--- src/rtl/acc_xform_pkg.sv ---
package acc_xform_pkg;
  typedef enum logic [2:0] {
    XOP_BSWAP = 3'd0,
    XOP_HXCHG = 3'd1,
    XOP_SEXTB = 3'd2,
    XOP_SEXTW = 3'd3,
    XOP_ZEXTB = 3'd4,
    XOP_ZEXTW = 3'd5
  } xop_e;

  function automatic logic xop_legal(input logic [2:0] code);
    return code <= 3'd5;
  endfunction
endpackage

--- src/rtl/acc_xform_dp.sv ---
module acc_xform_dp
  import acc_xform_pkg::*;
#(
  parameter int HALF_W = 16
) (
  input  logic [2:0]        op,
  input  logic [HALF_W-1:0] hi_in,
  input  logic [HALF_W-1:0] lo_in,
  output logic [HALF_W-1:0] hi_out,
  output logic [HALF_W-1:0] lo_out,
  output logic              n_out,
  output logic              z_out,
  output logic              n_we,
  output logic              z_we
);
  localparam int BYTE_W = HALF_W / 2;

  logic [BYTE_W-1:0] lo_lsb, lo_msb;
  assign lo_lsb = lo_in[BYTE_W-1:0];
  assign lo_msb = lo_in[HALF_W-1:BYTE_W];

  always_comb begin
    hi_out = hi_in;
    lo_out = lo_in;
    n_out  = 1'b0;
    z_out  = 1'b0;
    n_we   = 1'b0;
    z_we   = 1'b0;
    case (xop_e'(op))
      XOP_BSWAP: lo_out = {lo_lsb, lo_msb};
      XOP_HXCHG: begin
        hi_out = lo_in;
        lo_out = hi_in;
      end
      XOP_SEXTB: begin
        lo_out = {{BYTE_W{lo_in[BYTE_W-1]}}, lo_lsb};
        n_out  = lo_in[BYTE_W-1];
        z_out  = (lo_lsb == '0);
        n_we   = 1'b1;
        z_we   = 1'b1;
      end
      XOP_SEXTW: begin
        hi_out = {HALF_W{lo_in[HALF_W-1]}};
        n_out  = lo_in[HALF_W-1];
        z_out  = (lo_in == '0);
        n_we   = 1'b1;
        z_we   = 1'b1;
      end
      XOP_ZEXTB: begin
        lo_out = {{BYTE_W{1'b0}}, lo_lsb};
        z_out  = (lo_lsb == '0);
        n_we   = 1'b1;
        z_we   = 1'b1;
      end
      XOP_ZEXTW: begin
        hi_out = '0;
        z_out  = (lo_in == '0);
        n_we   = 1'b1;
        z_we   = 1'b1;
      end
      default: ;
    endcase
  end
endmodule

--- src/rtl/acc_xform_seq.sv ---
module acc_xform_seq
  import acc_xform_pkg::*;
#(
  parameter int LAT_BSWAP = 3,
  parameter int LAT_HXCHG = 2,
  parameter int LAT_SEXTB = 1,
  parameter int LAT_SEXTW = 2,
  parameter int LAT_ZEXTB = 1,
  parameter int LAT_ZEXTW = 1
) (
  input  logic       clk,
  input  logic       rst_n,
  input  logic       start,
  input  logic [2:0] op,
  output logic       busy,
  output logic       done
);
  localparam int LAT_MAX = 8;
  localparam int CNT_W   = $clog2(LAT_MAX + 1);

  logic [CNT_W-1:0] remain, lat_sel;

  always_comb begin
    case (xop_e'(op))
      XOP_BSWAP: lat_sel = CNT_W'(LAT_BSWAP - 1);
      XOP_HXCHG: lat_sel = CNT_W'(LAT_HXCHG - 1);
      XOP_SEXTB: lat_sel = CNT_W'(LAT_SEXTB - 1);
      XOP_SEXTW: lat_sel = CNT_W'(LAT_SEXTW - 1);
      XOP_ZEXTB: lat_sel = CNT_W'(LAT_ZEXTB - 1);
      XOP_ZEXTW: lat_sel = CNT_W'(LAT_ZEXTW - 1);
      default:   lat_sel = '0;
    endcase
  end

  always_ff @(posedge clk or negedge rst_n) begin
    if (!rst_n) begin
      busy   <= 1'b0;
      remain <= '0;
    end else if (!busy) begin
      if (start) begin
        busy   <= 1'b1;
        remain <= lat_sel;
      end
    end else if (remain == '0) begin
      busy <= 1'b0;
    end else begin
      remain <= remain - 1'b1;
    end
  end

  assign done = busy && (remain == '0);

  assert_done_ends_busy_R3: assert property (@(posedge clk) disable iff (!rst_n)
    done |=> !busy);
  assert_busy_until_done_R3: assert property (@(posedge clk) disable iff (!rst_n)
    (busy && !done) |=> busy);
  assert_start_busy_R1: assert property (@(posedge clk) disable iff (!rst_n)
    (start && !busy) |=> busy);
endmodule

--- src/rtl/acc_xform_unit.sv ---
module acc_xform_unit
  import acc_xform_pkg::*;
#(
  parameter int HALF_W    = 16,
  parameter int LAT_BSWAP = 3,
  parameter int LAT_HXCHG = 2,
  parameter int LAT_SEXTB = 1,
  parameter int LAT_SEXTW = 2,
  parameter int LAT_ZEXTB = 1,
  parameter int LAT_ZEXTW = 1
) (
  input  logic              clk,
  input  logic              rst_n,
  input  logic              req_valid,
  output logic              req_ready,
  input  logic [2:0]        req_op,
  input  logic [HALF_W-1:0] req_hi,
  input  logic [HALF_W-1:0] req_lo,
  output logic              busy,
  output logic              done,
  output logic [HALF_W-1:0] res_hi,
  output logic [HALF_W-1:0] res_lo,
  output logic              res_n,
  output logic              res_z,
  output logic              wr_n,
  output logic              wr_z
);
  logic [HALF_W-1:0] c_hi, c_lo;
  logic c_n, c_z, c_nwe, c_zwe;
  logic nwe_q, zwe_q, zext_q, accept;

  assign req_ready = !busy;
  assign accept    = req_valid && req_ready && xop_legal(req_op);

  acc_xform_dp #(.HALF_W(HALF_W)) u_dp (
    .op(req_op), .hi_in(req_hi), .lo_in(req_lo),
    .hi_out(c_hi), .lo_out(c_lo), .n_out(c_n), .z_out(c_z),
    .n_we(c_nwe), .z_we(c_zwe)
  );

  acc_xform_seq #(
    .LAT_BSWAP(LAT_BSWAP), .LAT_HXCHG(LAT_HXCHG), .LAT_SEXTB(LAT_SEXTB),
    .LAT_SEXTW(LAT_SEXTW), .LAT_ZEXTB(LAT_ZEXTB), .LAT_ZEXTW(LAT_ZEXTW)
  ) u_seq (
    .clk(clk), .rst_n(rst_n), .start(accept), .op(req_op),
    .busy(busy), .done(done)
  );

  always_ff @(posedge clk or negedge rst_n) begin
    if (!rst_n) begin
      res_hi <= '0;
      res_lo <= '0;
      res_n  <= 1'b0;
      res_z  <= 1'b0;
      nwe_q  <= 1'b0;
      zwe_q  <= 1'b0;
      zext_q <= 1'b0;
    end else if (accept) begin
      res_hi <= c_hi;
      res_lo <= c_lo;
      res_n  <= c_n;
      res_z  <= c_z;
      nwe_q  <= c_nwe;
      zwe_q  <= c_zwe;
      zext_q <= (req_op == XOP_ZEXTB) || (req_op == XOP_ZEXTW);
    end
  end

  assign wr_n = done && nwe_q;
  assign wr_z = done && zwe_q;

  assert_hold_result_R4: assert property (@(posedge clk) disable iff (!rst_n)
    (busy && !done) |=> ($stable(res_hi) && $stable(res_lo) && $stable(res_z)));
  assert_flag_we_done_R11: assert property (@(posedge clk) disable iff (!rst_n)
    (wr_n || wr_z) |-> done);
  assert_zext_clears_n_R9: assert property (@(posedge clk) disable iff (!rst_n)
    (done && zext_q) |-> !res_n);
  assert_done_in_busy_R3: assert property (@(posedge clk) disable iff (!rst_n)
    done |-> busy);
endmodule

--- config.mk ---
export PLATFORM = sky130hd
export DESIGN_NAME = acc_xform_unit
export DESIGN_NICKNAME = d
export VERILOG_FILES = /design/src/rtl/acc_xform_pkg.sv /design/src/rtl/acc_xform_dp.sv /design/src/rtl/acc_xform_seq.sv /design/src/rtl/acc_xform_unit.sv
export SDC_FILE = /design/constraint.sdc
export NUM_CORES = 1
export LEC_CHECK = 0
export ABC_AREA = 1
export BUFFER_PORTS_ARGS = -buffer_cell sky130_fd_sc_hd__buf_4
export CAP_MARGIN = 10
export CORE_UTILIZATION = 47
export CTS_BUF_LIST = sky130_fd_sc_hd__clkbuf_16
export DETAILED_ROUTE_END_ITERATION = 12
export PLACE_DENSITY = 0.77
export REMOVE_ABC_BUFFERS = 1
export SLEW_MARGIN = 20
export SYNTH_ARGS = -nofsm -noshare
export SYNTH_HDL_FRONTEND = slang
export SYNTH_SLANG_ARGS = --single-unit
export TNS_END_PERCENT = 1
--- constraint.sdc ---
create_clock -name clk -period 1.1 [get_ports clk]
set_input_delay 0.055 -clock clk [delete_from_list [all_inputs] [get_ports clk]]
set_output_delay 0.055 -clock clk [all_outputs]
set_load 0.01 [all_outputs]
==> Word-level counts from Yosys, hierarchy flattened <==
Cells that the tools add are included.
{ "classes": {"addsub": 1, "order_cmp": 1, "n_eq_ne": 6, "muxes": 12, "n_reduce_logical": 15} }
{ "op_table": {"columns": ["cell", "count"], "rows": [
  ["$pmux 16 s4", 1],
  ["$pmux 16 s3", 1],
  ["$logic_not 16->1", 1],
  ["$mux 4", 3],
  ["$logic_not 8->1", 1],
  ["$eq 3x2->1 const B", 2],
  ["$eq 3x3->1 const B", 2],
  ["$reduce_or 2->1", 3],
  ["$logic_and 1x1->1", 4],
  ["$logic_not 4->1", 1],
  ["$mux 1", 4],
  ["$pmux 1 s2", 2],
  ["$pmux 2 s2", 1],
  ["$reduce_or 4->1", 1],
  ["$sub 4x1->4 const B", 1],
  ["$eq 3x1->1 const B", 1],
  ["$le 3x3->1 const B", 1],
  ["$logic_not 3->1", 1],
  ["$ne 2x2->1 const B", 1],
  ["$reduce_and 2->1", 1],
  ["$reduce_bool 2->1", 1],
  ["$logic_not 1->1", 1]
]} }
{ "word_totals": {"reg_bits": 40, "input_bits": 38, "out_inout_bits": 39, "elab_cells": 42} }

==> Longest topological paths before layout <==
{ "depth": {"word_depth": 5, "ltp_mapped": 10, "mapped_depth_nobuf": 9} }

==> By module <==
Synthesis repeated with hierarchy kept, for this count alone.
{ "hier_totals": {"hier_cells": 396, "hier_area_um2": 2741.4} }
{ "modules_own_cells": {"columns": ["module", "n_inst", "cells_each", "area_each_um2", "seq_area_each_um2"], "rows": [
  ["acc_xform_unit", 1, 166, 1582.8, 900.9],
  ["acc_xform_dp", 1, 191, 868.3, 0.0],
  ["acc_xform_seq", 1, 39, 290.3, 125.1]
]} }

==> Worst setup path after synthesis <==
No wires, ideal clock.
{ "synth_timing": {"path_type": "register to output", "start": "reg u_seq.remain[0]", "end": "out wr_z", "t_arrival_ns": 1.305, "required_time_ns": 1.045, "path_slack_ns": -0.260, "stages_incl_launch_ff": 6, "path_buffers": 1, "path_cell_list": "dfrtp_1 > inv_1 > ha_1 > nand3_1 > nor3b_1 > buf_4"} }
{ "synth_between": {"elab_chain_len": 3} }
{ "synth_lines": {"columns": ["element", "line", "text"], "rows": [
  ["start, declared", "acc_xform_seq.sv:21", "logic [CNT_W-1:0] remain, lat_sel;"],
  ["start signal, assigned", "acc_xform_seq.sv:42", "remain <= lat_sel;"],
  ["start signal, assigned", "acc_xform_seq.sv:47", "remain <= remain - 1'b1;"],
  ["$logic_not 4->1", "acc_xform_seq.sv:51", "assign done = busy && (remain == '0);"],
  ["$logic_and 1x1->1", "acc_xform_seq.sv:51", null],
  ["$logic_and 1x1->1", "acc_xform_unit.sv:70", "assign wr_z = done && zwe_q;"],
  ["end, declared", "acc_xform_unit.sv:26", "output logic wr_z"]
]} }
No other way between the ends.

==> Worst setup path after layout <==
Ends and elaborated chain as after synthesis.

==> summary.txt <==
CP Max Fanout -> 3
die width -> 75.6 um
Unique masters post-synth -> 22
net switching power figure -> 2.79 mW
Sw Share -> 37.2%
count leader, synth -> nand2_1
Mapped Cells -> 388
total wire length -> 7270 um
Final Skew -> 0.00332 ns
Wirelength per Cell -> 12.9 um
headroom to the max-slew limit -> 66.0%
failing checks -> negative setup slack
Clock Latency Late Sink -> 0.28 ns
Initial Util -> 49.3%
Worst Max-Slew Pin Slew -> 0.509 ns
final core utilization -> 69.9%
layout cells sized above 1 -> 29.3%
static leakage -> 2.10 nW
Peak VDD IR -> 1.21 mV
Layout Cells excl Fill -> 565
Cell Int Power -> 4.71 mW
synthesized area per cell -> 6.57 um2
combinational share of power -> 48.6%
via/cell ratio -> 5.13
GRT Total Usage -> 27.2%
row cnt -> 26
Area after DPL -> 3390 um2
number of I/O port buffers -> 76
Slew Limit Fails -> 0
DR DRC count -> 0
Clock power frac -> 18.0%
Worst Path Buf+Inv -> 2
setup TNS -> -1.86 ns
CTS Buffer Depth -> 2
Hold Fails Final Rpt -> 0
CP top delay family -> flip-flops
RSZ-0062 raised after global routing -> true
initial antenna violation count -> 0
Fmax achieved -> 717 MHz
hold path depth -> 5
IO Pins -> 77
sequential-to-total area share from yosys stat -> 39.3%
CTS clk-pin slew, worst paths -> 0.06 ns
Final Instance Area -> 3610 um2
Max Cap Viol -> 0
CP Launch Type -> flip-flop
Hold Crit Class -> in2reg
HPWL Detailed -> 5250 um
Critical Path End Type -> output pin
GP Congestion -> 0.894
Top FF cell, synth -> dfrtp_1
Crit path required time -> 1.04 ns
fin crit period -> 1.39 ns
ANT nets after route -> 0
vias in the first global route -> 2607
CTS tree -> yes
cell at the slowest stage of the critical path -> dfrtp_1
Core ar. -> 5170 um2
synth cell count leaders -> 165 x nand2_1, 49 x nor2_1, 44 x nand3_1
P per Cell Area -> 2070 nW/um2
largest net degree at the start of global routing -> 41
critical path depth in cells -> 5
status -> finished, violations left
ys async rst share -> 100%
H-tree depth -> 2
Yosys reg bits -> 40
first-pass GRT wire length -> 11700 um
slowest stage delay, CP -> 0.39 ns
synth-to-layout area growth -> 41.8%
final worst path period share -> 127%
# nets final -> 537
Setup violations, final -> 8
worst r2r path cells -> 10
synth warn -> 0
Die Y -> 75.6 um
Overflow after GRT -> 0
EDFF count, synth -> 0
worst setup margin -> -0.295 ns
WS Path Type -> reg2out
antenna diode count -> 0
via count -> 2899
DR pass1 iterations -> 5
Critical Path AT -> 1.34 ns
die area -> 5720 um2
Num Clock Sinks -> 40
CTS root buf -> clkbuf_16
DP Cell Count -> 555
share of the synthesized area in the top cell type -> 39.3%
Post-Synthesis Cell Area -> 2550 um2
main area contributors after synthesis -> dfrtp_1 39%, nand2_1 24%, nand3_1 8.6%
Seq pwr share -> 33.4%
worst path cell trace -> inv_2, ha_4, nand3_4, nor3b_4, buf_4
area leader, netlist -> dfrtp_1
first-iteration detailed-routing DRC count -> 200
CTS buffer count -> 5
==> worst min-delay path, cell delays in order <==
cell	delay, ns
buf_4	0.08
nand2_1	0.04
nand3_1	0.06
nand2_1	0.05
nand2_1	0.05
==> final cells by class <==
| class | instances | area (um2) |
|---|---|---|
| repair buffers | 118 | 908 |
| clock buffers | 5 | 125 |
| inverters | 30 | 118 |
| fillers | 439 | 1560 |
| multi-input cells | 300 | 1370 |
| well taps | 70 | 87.6 |
| clock inverters | 2 | 8.76 |
| flip-flops and latches | 40 | 1000 |
==> sequential cells by signal, summed over array words and instances (netlist names) <==
signal        count
res_hi           16
res_lo           16
u_seq.remain      4
res_n             1
res_z             1
u_seq.busy        1
zwe_q             1
==> cells by family (layout without fill, tap and decap cells) <==
| kind of cell | Yosys count | count (layout) | share of synthesized area, % |
|---|---|---|---|
| AO/OA/AOI/OAI | 24 | 24 | 4.96 |
| adder cells (fa/ha/maj) | 4 | 4 | 1.96 |
| buffers and inverters | 48 | 155 | 9.23 |
| flip-flops | 40 | 40 | 39.3 |
| AND/OR/NAND/NOR | 272 | 272 | 44.6 |
==> path summary, 6_finish.rpt <==
kind | endpoint | slack [ns] | startpoint
min in group asynchronous | res_hi[11] | 0.30 | rst_n
setup reg to reg | u_seq.remain[2] | -0.27 | u_seq.remain[0]
setup / recovery | wr_z | -0.29 | u_seq.remain[0]
hold / removal | res_hi[1] | 0.09 | req_hi[1]
hold reg to reg | res_lo[15] | 0.48 | res_lo[15]
max in group asynchronous | u_seq.remain[1] | 0.45 | rst_n
==> power by group through the flow <==
| stage | clock network (mW) | logic, mW | registers (mW) |
|---|---|---|---|
| 4_1_cts | 1.38 | 3.51 | 2.50 |
| 3_3_place_gp | 0 | 3.23 | 2.49 |
| 3_5_place_dp | 0 | 3.33 | 2.50 |
| 6_report | 1.35 | 3.64 | 2.51 |
| 5_1_grt | 1.44 | 4.02 | 2.59 |
| 2_1_floorplan | 0 | 1.24 | 2.77 |
==> through the flow <==
stage	total power, mW	hold slack [ns]	setup WS, ns
2_1_floorplan	4.01	-0.241	-0.683
3_3_place_gp	5.72	0.0616	-0.115
3_5_place_dp	5.83	0.0637	-0.182
4_1_cts	7.39	0.0813	-0.297
5_1_grt	8.05	0.109	-0.352
6_report	7.50	0.0851	-0.295
==> per-layer routing <==
metal | part of all wire, % | track usage [%] | vias to the layer above
met3 | 6.5 | 5.03 | 17
met1 | 44 | 36.0 | 1330
met2 | 47 | 44.1 | 126
met5 | 0 | 0 | -
li1 | - | - | 1426
met4 | 2.0 | 11.1 | 0
==> repair_timing <==
item	CTS	global route
endpoints found under the hold margin	40	0
pin swaps	3	1
hold buffers	1	0
buffers inserted	2	0
setup endpoints to repair	20	43
resized for setup	8	10
==> placed cells by master, fill, tap and decap left out, drive strengths merged <==
master         n
nand3         47
nand2        168
buf          117
clkbuf         5
dlygate4sd3    1
inv           31
a21oi          2
o21ai         20
clkinv         1
ha             4
nand4          6
o22ai          1
nor2          50
a31oi          1
dfrtp         40
nor3b          1
No activity file was read; power rests on OpenSTA's default activity.
